## src/rtl/amx_pkg.sv

```systemverilog
package amx_pkg;

   // Phases of one rail changeover
   typedef enum logic [2:0] {
      S_IDLE      = 3'd0,
      S_PRE_HALT  = 3'd1,
      S_POST_HALT = 3'd2,
      S_SWITCH    = 3'd3,
      S_RESUME    = 3'd4
   } amx_phase_e;

   // Field index inside the packed delay register (order fixed by layout)
   localparam int unsigned F_SEL    = 0;
   localparam int unsigned F_RESUME = 1;
   localparam int unsigned F_HALT   = 2;
   localparam int unsigned F_POST   = 3;
   localparam int unsigned N_FIELDS = 4;

endpackage

```

## src/rtl/amx_timer.sv

```systemverilog
module amx_timer #(
   parameter int unsigned DLY_W = 8
) (
   input  logic             clk,
   input  logic             rst_n,
   input  logic             load,
   input  logic [DLY_W-1:0] load_val,
   output logic             expired
);
   localparam logic [DLY_W-1:0] ONE = {{(DLY_W-1){1'b0}}, 1'b1};

   logic [DLY_W-1:0] cnt_q;

   always_ff @(posedge clk or negedge rst_n) begin
      if (!rst_n)            cnt_q <= '0;
      else if (load)         cnt_q <= load_val;
      else if (cnt_q != '0)  cnt_q <= cnt_q - ONE;
   end

   assign expired = (cnt_q == '0);

   // a loaded value is taken exactly
   a_r6_load_taken: assert property (@(posedge clk) disable iff (!rst_n)
      load |=> (cnt_q == $past(load_val)));

   // counting is one step per cycle, never wrapping below zero
   a_r6_count_step: assert property (@(posedge clk) disable iff (!rst_n)
      (!load && cnt_q != '0) |=> (cnt_q == $past(cnt_q) - ONE));

endmodule

```

## src/rtl/amx_seq.sv

```systemverilog
module amx_seq
   import amx_pkg::*;
#(
   parameter int unsigned DLY_W     = 8,
   parameter int unsigned STS_W     = 5,
   parameter int unsigned BUSY_CODE = 'h1F,
   parameter int unsigned MEM_CODE  = 'h00,
   parameter int unsigned CORE_CODE = 'h03
) (
   input  logic                              clk,
   input  logic                              rst_n,
   input  logic                              mode_core,
   input  logic [N_FIELDS-1:0][DLY_W-1:0]    dly,
   output logic                              clk_halt,
   output logic                              rail_core,
   output logic [STS_W-1:0]                  status
);
   localparam logic [STS_W-1:0] BUSY_V = BUSY_CODE[STS_W-1:0];
   localparam logic [STS_W-1:0] MEM_V  = MEM_CODE[STS_W-1:0];
   localparam logic [STS_W-1:0] CORE_V = CORE_CODE[STS_W-1:0];

   if (BUSY_CODE == MEM_CODE || BUSY_CODE == CORE_CODE || MEM_CODE == CORE_CODE) begin : g_bad_codes
      $error("amx_seq: status codes must be distinct");
   end
   if (BUSY_CODE >= (1 << STS_W) || CORE_CODE >= (1 << STS_W)) begin : g_bad_width
      $error("amx_seq: status code does not fit STS_W");
   end

   amx_phase_e       state_q, state_d;
   logic             halt_q, rail_q, target_q;
   logic             load, set_halt, clr_halt, flip, capture;
   logic [DLY_W-1:0] load_val;
   logic             expired;
   logic             busy;

   amx_timer #(.DLY_W(DLY_W)) u_timer (
      .clk      (clk),
      .rst_n    (rst_n),
      .load     (load),
      .load_val (load_val),
      .expired  (expired)
   );

   always_comb begin
      state_d  = state_q;
      load     = 1'b0;
      load_val = '0;
      set_halt = 1'b0;
      clr_halt = 1'b0;
      flip     = 1'b0;
      capture  = 1'b0;
      unique case (state_q)
         S_IDLE: if (mode_core != rail_q) begin
            state_d  = S_PRE_HALT;
            load     = 1'b1;
            load_val = dly[F_HALT];
            capture  = 1'b1;
         end
         S_PRE_HALT: if (expired) begin
            state_d  = S_POST_HALT;
            load     = 1'b1;
            load_val = dly[F_POST];
            set_halt = 1'b1;
         end
         S_POST_HALT: if (expired) begin
            state_d  = S_SWITCH;
            load     = 1'b1;
            load_val = dly[F_SEL];
            flip     = 1'b1;
         end
         S_SWITCH: if (expired) begin
            state_d  = S_RESUME;
            load     = 1'b1;
            load_val = dly[F_RESUME];
         end
         S_RESUME: if (expired) begin
            state_d  = S_IDLE;
            clr_halt = 1'b1;
         end
         default: state_d = S_IDLE;
      endcase
   end

   always_ff @(posedge clk or negedge rst_n) begin
      if (!rst_n) begin
         state_q  <= S_IDLE;
         halt_q   <= 1'b0;
         rail_q   <= 1'b0;
         target_q <= 1'b0;
      end else begin
         state_q <= state_d;
         if (capture)       target_q <= mode_core;
         if (set_halt)      halt_q   <= 1'b1;
         else if (clr_halt) halt_q   <= 1'b0;
         if (flip)          rail_q   <= target_q;
      end
   end

   assign busy      = (state_q != S_IDLE) || (mode_core != rail_q);
   assign status    = busy ? BUSY_V : (rail_q ? CORE_V : MEM_V);
   assign clk_halt  = halt_q;
   assign rail_core = rail_q;

   // the rail moves only under a halt that was already in place
   a_r5_flip_under_halt: assert property (@(posedge clk) disable iff (!rst_n)
      !$stable(rail_q) |-> (halt_q && $past(halt_q)));

   // the halt rises while the rail is still at its old value
   a_r5_halt_before_flip: assert property (@(posedge clk) disable iff (!rst_n)
      $rose(halt_q) |-> $stable(rail_q));

   // a done code is never shown while clocks are halted
   a_r4_busy_while_halted: assert property (@(posedge clk) disable iff (!rst_n)
      halt_q |-> (status == BUSY_V));

   // settled with a matching request gives no halt next cycle
   a_r8_no_idle_halt: assert property (@(posedge clk) disable iff (!rst_n)
      (state_q == S_IDLE && mode_core == rail_q) |=> !halt_q);

endmodule

```

## src/rtl/amx_regs.sv

```systemverilog
module amx_regs
   import amx_pkg::*;
#(
   parameter int unsigned ADDR_W   = 12,
   parameter int unsigned DATA_W   = 32,
   parameter int unsigned DLY_W    = 8,
   parameter int unsigned STS_W    = 5,
   parameter int unsigned MODE_BIT = 1,
   parameter int unsigned MODE_OFS = 'h2A8,
   parameter int unsigned DLY_OFS  = 'h2AC,
   parameter int unsigned STS_OFS  = 'h2B0,
   parameter bit          RD_REG   = 1'b0
) (
   input  logic                           clk,
   input  logic                           rst_n,
   input  logic                           we,
   input  logic [ADDR_W-1:0]              addr,
   input  logic [DATA_W-1:0]              wdata,
   output logic [DATA_W-1:0]              rdata,
   input  logic [STS_W-1:0]               status_in,
   output logic                           mode_core,
   output logic [N_FIELDS-1:0][DLY_W-1:0] dly_fields
);
   localparam int unsigned DLY_BITS = N_FIELDS * DLY_W;

   if (DLY_BITS > DATA_W) begin : g_bad_dly
      $error("amx_regs: delay fields exceed data width");
   end
   if (STS_W > DATA_W || MODE_BIT >= DATA_W) begin : g_bad_fields
      $error("amx_regs: field outside data width");
   end
   if (MODE_OFS >= (1 << ADDR_W) || DLY_OFS >= (1 << ADDR_W) || STS_OFS >= (1 << ADDR_W)) begin : g_bad_ofs
      $error("amx_regs: register offset does not fit ADDR_W");
   end

   logic                hit_mode, hit_dly, hit_sts;
   logic                mode_q;
   logic [DLY_BITS-1:0] dly_q;
   logic [DATA_W-1:0]   rd_next;

   assign hit_mode = (addr == MODE_OFS[ADDR_W-1:0]);
   assign hit_dly  = (addr == DLY_OFS[ADDR_W-1:0]);
   assign hit_sts  = (addr == STS_OFS[ADDR_W-1:0]);

   always_ff @(posedge clk or negedge rst_n) begin
      if (!rst_n) begin
         mode_q <= 1'b0;
         dly_q  <= '0;
      end else if (we) begin
         if (hit_mode) mode_q <= wdata[MODE_BIT];
         if (hit_dly)  dly_q  <= wdata[DLY_BITS-1:0];
      end
   end

   for (genvar i = 0; i < N_FIELDS; i++) begin : g_field
      assign dly_fields[i] = dly_q[i*DLY_W +: DLY_W];
   end

   always_comb begin
      rd_next = '0;
      if (hit_mode)     rd_next[MODE_BIT]       = mode_q;
      else if (hit_dly) rd_next[DLY_BITS-1:0]   = dly_q;
      else if (hit_sts) rd_next[STS_W-1:0]      = status_in;
   end

   if (RD_REG) begin : g_rd_flop
      always_ff @(posedge clk or negedge rst_n) begin
         if (!rst_n) rdata <= '0;
         else        rdata <= rd_next;
      end
   end else begin : g_rd_comb
      assign rdata = rd_next;
   end

   assign mode_core = mode_q;

   // delays change only on a write aimed at the delay register
   a_r11_dly_hold: assert property (@(posedge clk) disable iff (!rst_n)
      !(we && hit_dly) |=> $stable(dly_q));

   // the mode changes only on a write aimed at the mode register
   a_r9_mode_hold: assert property (@(posedge clk) disable iff (!rst_n)
      !(we && hit_mode) |=> $stable(mode_q));

endmodule

```

## src/rtl/arraymux_ctrl.sv

```systemverilog
module arraymux_ctrl
   import amx_pkg::*;
#(
   parameter int unsigned ADDR_W   = 12,
   parameter int unsigned DATA_W   = 32,
   parameter int unsigned DLY_W    = 8,
   parameter int unsigned STS_W    = 5,
   parameter bit          RD_REG   = 1'b0
) (
   input  logic              clk,
   input  logic              rst_n,
   input  logic              cfg_we,
   input  logic [ADDR_W-1:0] cfg_addr,
   input  logic [DATA_W-1:0] cfg_wdata,
   output logic [DATA_W-1:0] cfg_rdata,
   output logic              arr_clk_halt,
   output logic              arr_rail_core,
   output logic [STS_W-1:0]  arr_status
);
   logic                           mode_core;
   logic [N_FIELDS-1:0][DLY_W-1:0] dly_fields;

   amx_regs #(
      .ADDR_W (ADDR_W),
      .DATA_W (DATA_W),
      .DLY_W  (DLY_W),
      .STS_W  (STS_W),
      .RD_REG (RD_REG)
   ) u_regs (
      .clk        (clk),
      .rst_n      (rst_n),
      .we         (cfg_we),
      .addr       (cfg_addr),
      .wdata      (cfg_wdata),
      .rdata      (cfg_rdata),
      .status_in  (arr_status),
      .mode_core  (mode_core),
      .dly_fields (dly_fields)
   );

   amx_seq #(
      .DLY_W (DLY_W),
      .STS_W (STS_W)
   ) u_seq (
      .clk       (clk),
      .rst_n     (rst_n),
      .mode_core (mode_core),
      .dly       (dly_fields),
      .clk_halt  (arr_clk_halt),
      .rail_core (arr_rail_core),
      .status    (arr_status)
   );

endmodule

```

## config.mk

```make
export PLATFORM = sky130hd
export DESIGN_NAME = arraymux_ctrl
export DESIGN_NICKNAME = d
export VERILOG_FILES = /design/src/rtl/amx_pkg.sv /design/src/rtl/amx_timer.sv /design/src/rtl/amx_seq.sv /design/src/rtl/amx_regs.sv /design/src/rtl/arraymux_ctrl.sv
export SDC_FILE = /design/constraint.sdc
export NUM_CORES = 1
export LEC_CHECK = 0
export ABC_AREA = 1
export BUFFER_PORTS_ARGS = -buffer_cell sky130_fd_sc_hd__buf_2
export CAP_MARGIN = 10
export CORE_MARGIN = 3
export CORE_UTILIZATION = 30
export CTS_BUF_LIST = sky130_fd_sc_hd__clkbuf_4 sky130_fd_sc_hd__clkbuf_8
export DETAILED_ROUTE_END_ITERATION = 8
export PLACE_DENSITY = 0.54
export REMOVE_ABC_BUFFERS = 1
export SETUP_SLACK_MARGIN = 0.4
export SLEW_MARGIN = 20
export SYNTH_ARGS = -nofsm -noshare
export SYNTH_HDL_FRONTEND = slang
export SYNTH_SLANG_ARGS = --single-unit
```

## constraint.sdc

```tcl
create_clock -name clk -period 3.4 [get_ports clk]
set_clock_uncertainty 0.15 [all_clocks]
set_input_delay 0.34 -clock clk [delete_from_list [all_inputs] [get_ports clk]]
set_output_delay 0.34 -clock clk [all_outputs]
set_load 0.02 [all_outputs]
```

* Word-level counts from Yosys, hierarchy flattened
Index checks and enable logic that the tools add are counted.
Storage, ports and cells: register bits after elaboration 47, input port bits 47, output and inout port bits 39, word-level logic and storage cells 62
Operators by class: add/sub/neg operators 1, equal/unequal tests 13, mux-type cells 30, reduce and logical (&&, ||, !) cells 11
Operator list (number):
- 8-bit 2-to-1 mux | 6
- 12-bit by 10-bit == test with 1-bit output (second input constant) | 3
- 8-bit case mux with 4 select lines | 1
- 30-bit 2-to-1 mux | 1
- 27-bit 2-to-1 mux | 1
- 3-bit 2-to-1 mux | 5
- 5-bit 2-to-1 mux | 3
- 3-bit case mux with 5 select lines | 1
- 1-bit 2-to-1 mux | 10
- 2-bit by 1-bit != test with 1-bit output (second input constant) | 5
- 8-bit logical NOT | 1
- 8-bit nonzero test | 1
- 8-bit by 1-bit subtractor with 8-bit output (second input constant) | 1
- 3-bit by 2-bit == test with 1-bit output (second input constant) | 2
- 5-bit AND reduction | 1
- 2-bit AND reduction | 2
- 2-bit nonzero test | 2
- 3-bit by 1-bit == test with 1-bit output (second input constant) | 1
- 3-bit == test (second input constant) | 1
- 3-bit logical NOT | 1
- 3-bit nonzero test | 1
- 3-bit OR reduction | 1
- 2-bit 2-to-1 mux | 1
- 1-bit case mux with 2 select lines | 1
- 2 further kinds | 2

* Logic depth before layout (Yosys ltp)
Gate-level depths: netlist (run 1).
word-level depth 6, gate-level depth with buffers 10, gate-level depth less buffers 10

* By module
From an unflattened synthesis (run 1), not the netlist that was laid out.
Second synthesis, totals: cells, all modules 398, area total of the unflattened synthesis 2857.7 um^2
By module, submodules not included:
- amx_regs | instances 1, cells each 212, area each 1646.6 um^2, sequential area each 825.8 um^2
- amx_seq | instances 1, cells each 115, area each 679.4 um^2, sequential area each 150.1 um^2
- amx_timer | instances 1, cells each 71, area each 531.8 um^2, sequential area each 200.2 um^2

* Worst setup path after synthesis (run 1)
Ideal clock, no wire load.
path type input to output, start input cfg_addr[1], end output cfg_rdata[0], data arrival time 1408 ps, data required time 2910 ps, slack 1502 ps, stages on the path 5, path buffers 1, path through or2_4 > nor3_4 > nand2_1 > buf_2 > o21ai_1
On the way: cells in the longest elaborated chain, start to end 4, elaborated cells between the ends (all ways) 6, those cells by class 3 x eq/ne; 3 x mux
Ends and longest elaborated chain:
- start, declared | line arraymux_ctrl.sv:13 | input logic [ADDR_W-1:0] cfg_addr,
- 12-bit by 10-bit == test with 1-bit output | line amx_regs.sv:43 | assign hit_sts = (addr == STS_OFS[ADDR_W-1:0]);
- 5-bit 2-to-1 mux | line amx_regs.sv:63 | else if (hit_sts) rd_next[STS_W-1:0] = status_in;
- 5-bit 2-to-1 mux | line amx_regs.sv:62 | else if (hit_dly) rd_next[DLY_BITS-1:0] = dly_q;
- 1-bit 2-to-1 mux (*) | line amx_regs.sv:61 | if (hit_mode) rd_next[MODE_BIT] = mode_q;
- end, declared | line arraymux_ctrl.sv:15 | output logic [DATA_W-1:0] cfg_rdata,
Mark *: on every way between the ends. The rest lies on a longest branch, timed or not.

* Final worst setup path (run 1)
start register u_seq.state_q[2], end output cfg_rdata[4]
On the way: cells in the longest elaborated chain, start to end 6
Ends and longest elaborated chain:
- start, declared | line amx_seq.sv:29 | amx_phase_e state_q, state_d;
- start signal, assigned | line amx_seq.sv:91 | state_q <= state_d;
- 3-bit nonzero test | line amx_seq.sv:99 | assign busy = (state_q != S_IDLE) || (mode_core != rail_q);
- 1-bit logical OR | line amx_seq.sv:99
- 5-bit 2-to-1 mux | line amx_seq.sv:100 | assign status = busy ? BUSY_V : (rail_q ? CORE_V : MEM_V);
- 5-bit 2-to-1 mux | line amx_regs.sv:63
- 5-bit 2-to-1 mux | line amx_regs.sv:62
- 30-bit 2-to-1 mux | line amx_regs.sv:61
Every way passes these cells.

==> results of run 1 <==
cells in the final DEF, fill, tap and decap left out, types with 2 or more instances in the layout:
master,n
o21ai_0,4
a21oi_2,7
nand3_1,30
nor2_1,83
nand2_1,54
buf_2,84
ha_1,2
buf_4,2
nor3_1,3
xor2_1,5
o22ai_1,2
nor2_2,5
a21oi_1,31
inv_2,4
inv_1,52
nand4_1,4
o21ai_1,8
dfrtp_1,47
xnor2_1,2
nor3_4,2
clkbuf_8,5
nor2_8,2
nand2_2,3
sequential cells by signal, indices dropped and copies added, names as in the netlist:
name / count
u_seq.clk_halt: 1
u_regs.dly_fields: 32
u_seq.state_q: 3
u_seq.target_q: 1
u_seq.rail_core: 1
u_regs.mode_core: 1
u_seq.u_timer.cnt_q: 8
per-layer routing:
layer  track usage  routed length, microns  vias up
met5             0                       0        -
met1         0.186                    3320     1143
met4        0.0414                      93        0
met2         0.235                    3370       46
li1              -                       -     1305
met3        0.0191                     174        8
cell usage after synthesis, drive strengths merged, types with 2 or more instances:
master,n
o21ai,13
nand3,31
nor3,5
nand2,57
nor2,91
nand4,4
o22ai,2
dfrtp,47
buf,15
xnor2,2
ha,2
xor2,5
a21oi,39
inv,56
per-stage QoR:
step	hold WS, ns	setup WS [ns]
2_1_floorplan	-0.106	1.16
3_3_place_gp	0.339	1.30
3_5_place_dp	0.348	1.24
4_1_cts	0.115	1.05
5_1_grt	0.130	0.883
6_report	0.125	1.08
power groups by stage:
stage                     Combinational [mW]  Sequential [mW]  Clock, mW
after global routing                   0.718            0.722      0.350
final                                  0.639            0.710      0.325
after CTS                              0.644            0.710      0.341
after detailed placement               0.640            0.720          0
after global placement                 0.634            0.718          0
after floorplan                        0.465            0.711          0
logic make-up after synthesis:
group	after synthesis	synth area share
and+or+nand+nor	189	0.311
buffers and inverters	71	0.123
AOI/OAI and AO/OA	54	0.113
DFF	47	0.423
xor gates and xnor gates	7	0.0220
adders and majority gates	2	0.00899
layout make-up:
| cell class | count | area, sq um |
|---|---|---|
| multi-input cells | 252 | 1260 |
| inverters | 56 | 210 |
| fillers | 963 | 5540 |
| repair buffers | 87 | 445 |
| well taps | 108 | 135 |
| clock buffers | 6 | 76.3 |
| flip-flops and latches | 47 | 1180 |
worst min path at each step:
stage	end	slack [ns]	cells past startpoint
6_report	u_regs.dly_fields[2]$_DFFE_PN0P_	0.13	3
5_1_grt	u_regs.dly_fields[3]$_DFFE_PN0P_	0.13	3
4_1_cts	u_regs.dly_fields[3]$_DFFE_PN0P_	0.11	3
3_5_place_dp	u_seq.target_q$_DFFE_PN0P_	0.35	2
3_3_place_gp	u_seq.target_q$_DFFE_PN0P_	0.34	2
2_1_floorplan	u_regs.dly_fields[0]$_DFFE_PN0P_	-0.11	0
worst reg2reg max path, delay by kind of cell, from the launching register on:
| family | cells | cell delay [ns] |
|---|---|---|
| and+or+nand+nor | 4 | 0.70 |
| buffers and inverters | 2 | 0.28 |
| DFF | 1 | 0.41 |
| adders and majority gates | 1 | 0.20 |
| AOI/OAI and AO/OA | 2 | 0.15 |
timing repair:
item / 4_1_cts / 5_1_grt
endpoints found under the setup margin: 0 / 0
endpoints found under the hold margin: 0 / 47
hold buffers: 0 / 1
==> impl_results.md, run 1 <==
* Status: complete, no violations
* Core ar. at 0.00885 sq mm
* FP Rows at 34
* First-pass GRT wire length at 11.6 mm
* Final setup violation count at 0
* Clock transition at path regs at 0.09 ns
* H-tree levels at 2
* P_sw at 667 uW
* Worst Reg-to-Reg Cells at 9
* Crit path cell chain: nor2_2 > nand2_2 > inv_1 > nand2_1 > nand3_1 > nand2_1 > inv_1 > nor2_1 > buf_2
* Pwr Density at 506 mW/mm^2
* Vias per cell at 4.50
* P_int at a little over 1 mW
* Iter 0 DRT Violations at 77
* Comb pwr share at 0.382
* Arrival time at the worst endpoint at 1.83 ns
* Reg2reg setup slack at between 1 and 1.5 ns
* DRT Wirelength at 6.95 mm
* Design area at 0.00331 sq mm
* Drt wl/cell at 12.5 microns
* Synthesized instance count at 370
* Relative slew slack at 0.548
* Setup tns final at 0 ns
* Nets at ~500
* Critical Path End: cfg_rdata[4]
* Worst skew pair latency at approximately 0.30 ns
* # port buffers at 85
* CP top delay family: simple AND/OR/NAND/NOR gates
* Detailed Routing Iterations Pass 1 at 4
* CP Max Fanout at 5
* Crit path time final at 2.32 ns
* Final Hold Fails at 0
* RSZ-0062 raised after global routing: no
* Initial Utilization at 0.314
* Asr flop ratio synth at 1.00
* Fraction of layout cells with a size suffix above 1 at 0.268
* Clock power share at 0.194
* Crit. End Element: output port
* Gr usage total at 0.140
* Final non-filler cell total at 556
* CTS buffer count at 5
* Placed inst area at 0.00322 sq mm
* Hold crit path type: in2reg
* Sequential-to-total area share from yosys stat at 0.423
* Area fraction of the dominant cell type after synthesis at 0.423
* Crit Reg-Reg Endpoint: u_seq.state_q[1]$_DFFE_PN0P_
* Post-DP HPWL at 5.14 mm
* Max cap viols at 0
* GPL Wtd Cong at 0.830
* Die width at 102 microns
* Syn Std Cell Area at between 0.002 and 0.003 sq mm
* I/O pins at 86
* WP data required at between 2 and 3 ns
* Worst vdd ir at 0.190 mV
* Clock Sinks at 47
* Largest net degree at the start of global routing at 65
* Vias in the first global route at 2,478
* R2r startpoint: u_seq.u_timer.cnt_q[0]$_DFFE_PN0P_
* CTS tree: done
* Primary FF master, synth: dfrtp_1
* Buf+Inv Stages, Crit Path at 3
* Routed Antenna Nets at 0
* Fin crit share at 0.681
* Final core utilization at 0.374
* Synth Warn # at 0
* Flop pwr share at 0.424
* Maximum clock rate at 0.432 GHz
* Least-Margin Pin Slew at 0.678 ns
* Crit path depth at 9
* Avg Cell Area, Syn at between 7 and 8 sq um
* Dpl cells at 549
* Final Max Tran Viols at 0
* Routed vias at 2,502
* Min-delay src: cfg_wdata[2]
* Number of synthesized flops with an enable pin at 0
* Grt total ovfl at 0
* Setup repair bufs after CTS at 0
* Max clock buf depth at 2
* Total power at ~1.7 mW
* Root buf cell: clkbuf_8
* Critical path type: reg2out
* Post-synth top area cell: dfrtp_1
* Die Ht at 102 microns
* Max incr delay on CP at 0.46 ns
* CP startpoint: u_seq.state_q[2]$_DFFE_PN0P_
* Slowest CP cell: dfrtp_1
* CTS resizes at 0
* CP Launch Type: flop
* Die ar. at 0.0105 sq mm
* Synth area leaders: dfrtp_1 (42%), nor2_1 (11%), nand2_1 (7.3%)
* Leak Pwr at ~2.0 nW
* Synth Register Bits at between 40 and 50
* Residual DRC at 0
* Sw Ratio at 0.398
* Synth cell types at 28
* Initial antenna violation count at 0
* ANT cells at 0
* Synthesis-to-layout area growth at 18.9%
Power figures use the tool's default switching activity.
==> run 2: changes to the inputs <==
Clock period 3.4 ns to 2.3 ns, I/O delays scaled along.
==> run 2 against run 1 <==
Effect of this change: non-clock buffer count rose by 26; critical path depth fell by 2; critical path type unchanged; core utilization up 3.7 points; largest power group is now combinational cells; register-to-register slack got worse by 0.90 ns; sequential cell count did not move.
==> impl_results.md, run 2 (synthesis gave the netlist of run 1 again) <==
* Final non-filler cell total at 584 (+5.0%)
* Initial antenna violation count at 0 (unchanged)
* Post-DP HPWL at 5.46 mm (+6.3%)
* FP Rows at 34 (unchanged)
* Critical Path End: arr_status[1]
* Reg2reg setup slack at 0.50 ns (-0.90 ns)
* Final core utilization at 0.411 (+0.0370)
* Max clock buf depth at 2 (unchanged)
* Die ar. at 0.0105 sq mm (unchanged)
* Clock transition at path regs at 0.09 ns (about the same)
* Gr usage total at 0.147 (+0.00776)
* CTS tree: done
* Nets at 524 (+5.2%)
* Design area at 0.00364 sq mm (+9.9%)
* # fillers at 930 (-3.4%)
* Crit. End Element: output port
* # port buffers at 85 (unchanged)
* RSZ-0062 raised after global routing: yes
* Max cap viols at 0 (unchanged)
* Largest net degree at the start of global routing at 54 (-17%)
* CP Max Fanout at 2 (-3)
* DRT Wirelength at 7.40 mm (+6.5%)
* H-tree levels at 2 (unchanged)
* Worst vdd ir at 0.269 mV (+42%)
* Final setup violation count at 0 (unchanged)
* Hold crit path type: in2reg
* Residual DRC at 0 (unchanged)
* Drt wl/cell at 12.7 microns (+1.4%)
* I/O pins at 86 (unchanged)
* Vias per cell at 4.54 (+0.99%)
* Grt total ovfl at 0 (unchanged)
* CTS buffer count at 5 (unchanged)
* CP Launch Type: flop
* Arrival time at the worst endpoint at 1.50 ns (-0.33 ns)
* Final Max Tran Viols at 0 (unchanged)
* Dpl cells at 553 (+0.73%)
* Die width at 102 microns (unchanged)
* Iter 0 DRT Violations at 99 (+29%)
* Clock Sinks at 47 (unchanged)
* Final Hold Fails at 0 (unchanged)
* Most frequent cells in the layout: nor2_1 (81), buf_2 (81), inv_1 (48), nand2_1 (48), dfrtp_1 (43)
* Crit path time final at 1.88 ns
* Vias in the first global route at 2,550 (+2.9%)
* Initial Utilization at 0.314 (unchanged)
* First-pass GRT wire length at 12.2 mm (+5.2%)
* Max reg flops at 32 (unchanged)
* Root buf cell: clkbuf_8
* Synthesis-to-layout area growth at 30.7%
* Die Ht at 102 microns (unchanged)
* Maximum clock rate at ~0.53 GHz
* Detailed Routing Iterations Pass 1 at 4 (unchanged)
* CP startpoint: u_seq.state_q[2]$_DFFE_PN0P_
* Crit Reg-Reg Endpoint: u_seq.u_timer.cnt_q[7]$_DFFE_PN0P_
* Leak Pwr at 2.11 nW (+7.4%)
* Setup tns final at 0 ns (unchanged)
* Fraction of layout cells with a size suffix above 1 at 0.351 (+0.0830)
* Fin crit share at 0.816
* Relative slew slack at 0.711 (+0.163)
* Least-Margin Pin Slew at 0.433 ns (-0.245 ns)
* WP data required at 1.92 ns (-0.99 ns)
* Placed inst area at 0.00326 sq mm (+1.3%)
* Pwr Density at 763 mW/mm^2 (+51%)
* ANT cells at 0 (unchanged)
* Status: complete, no violations
* Worst Reg-to-Reg Cells at 8 (-1)
* Core ar. at 0.00885 sq mm (unchanged)
* Routed Antenna Nets at 0 (unchanged)
* Critical path type: reg2out
* R2r startpoint: u_seq.state_q[0]$_DFFE_PN0P_
* Routed vias at 2,654 (+6.1%)
* Worst skew pair latency at 0.31 ns (about the same)
* GPL Wtd Cong at 0.859 (+3.5%)
==> run 2: changes by cell type in the layout (fill, tap and decap cells not counted), sizes merged <==
cell         change
buf             +24
dlygate4sd3      +2
inv              +1
clkinvlp         +1
==> run 2: timing repair <==
item | in CTS | in global routing
setup buffers | 8 | 12
endpoints found under the setup margin | 5 | 34
gates resized for setup | 23 | 12
pin swaps | 4 | 8
gates cloned | 0 | 0
hold buffers | 3 | 0
endpoints found under the hold margin | 16 | 0
==> run 2: per-stage QoR <==
stage | power (mW) | worst slack [ns] | hold slack, ns
after floorplan | 1.74 | 0.185 | -0.216
after global placement | 2.00 | 0.457 | 0.0187
after detailed placement | 2.01 | 0.442 | 0.0182
after CTS | 2.70 | 0.406 | 0.00778
after global routing | 2.98 | 0.360 | 0.00996
final | 2.78 | 0.424 | 0.0117
==> run 2: final cells by class <==
class | count | area (sq um) | share of cell area
Tap cell | 108 | 135 | 0.0372
Multi-Input combinational cell | 252 | 1330 | 0.367
Sequential cell | 47 | 1180 | 0.325
Clock inverter | 2 | 16.3 | 0.00447
Inverter | 56 | 213 | 0.0585
Timing Repair Buffer | 113 | 681 | 0.187
Clock buffer | 6 | 76.3 | 0.0210
==> run 2: metal layers <==
layer	vias up	routed length [microns]	GRT usage
met2	48	3510	0.236
met4	0	114	0.0383
li1	1358	-	-
met3	13	208	0.0198
met1	1235	3570	0.210
met5	-	0	0
==> run 2: critical path, cell delays in order, from the launching register on <==
cell	delay, ns
dfrtp_2	0.44
nor2_4	0.12
nand2_2	0.08
inv_4	0.08
nand3_4	0.07
buf_4	0.13
buf_4	0.12
buf_2	0.15
==> run 2: power breakdown <==
part / total, mW / internal, mW / switching, mW
Sequential: 1.04 / 0.936 / 0.0999
Combinational: 1.21 / 0.521 / 0.692
Clock: 0.526 / 0.231 / 0.296
Total: 2.78 / 1.69 / 1.09
==> run 2: how the worst min path moves through the flow <==
stage,startpoint,cells after the start,slack (ns),end
4_1_cts,cfg_wdata[4],3,0.008,u_regs.dly_fields[4]$_DFFE_PN0P_
5_1_grt,cfg_wdata[30],3,0.01,u_regs.dly_fields[30]$_DFFE_PN0P_
3_3_place_gp,rst_n,1,0.02,u_regs.dly_fields[31]$_DFFE_PN0P_
2_1_floorplan,rst_n,0,-0.22,u_regs.dly_fields[0]$_DFFE_PN0P_
6_report,cfg_wdata[4],3,0.01,u_regs.dly_fields[4]$_DFFE_PN0P_
3_5_place_dp,rst_n,1,0.02,u_regs.dly_fields[31]$_DFFE_PN0P_
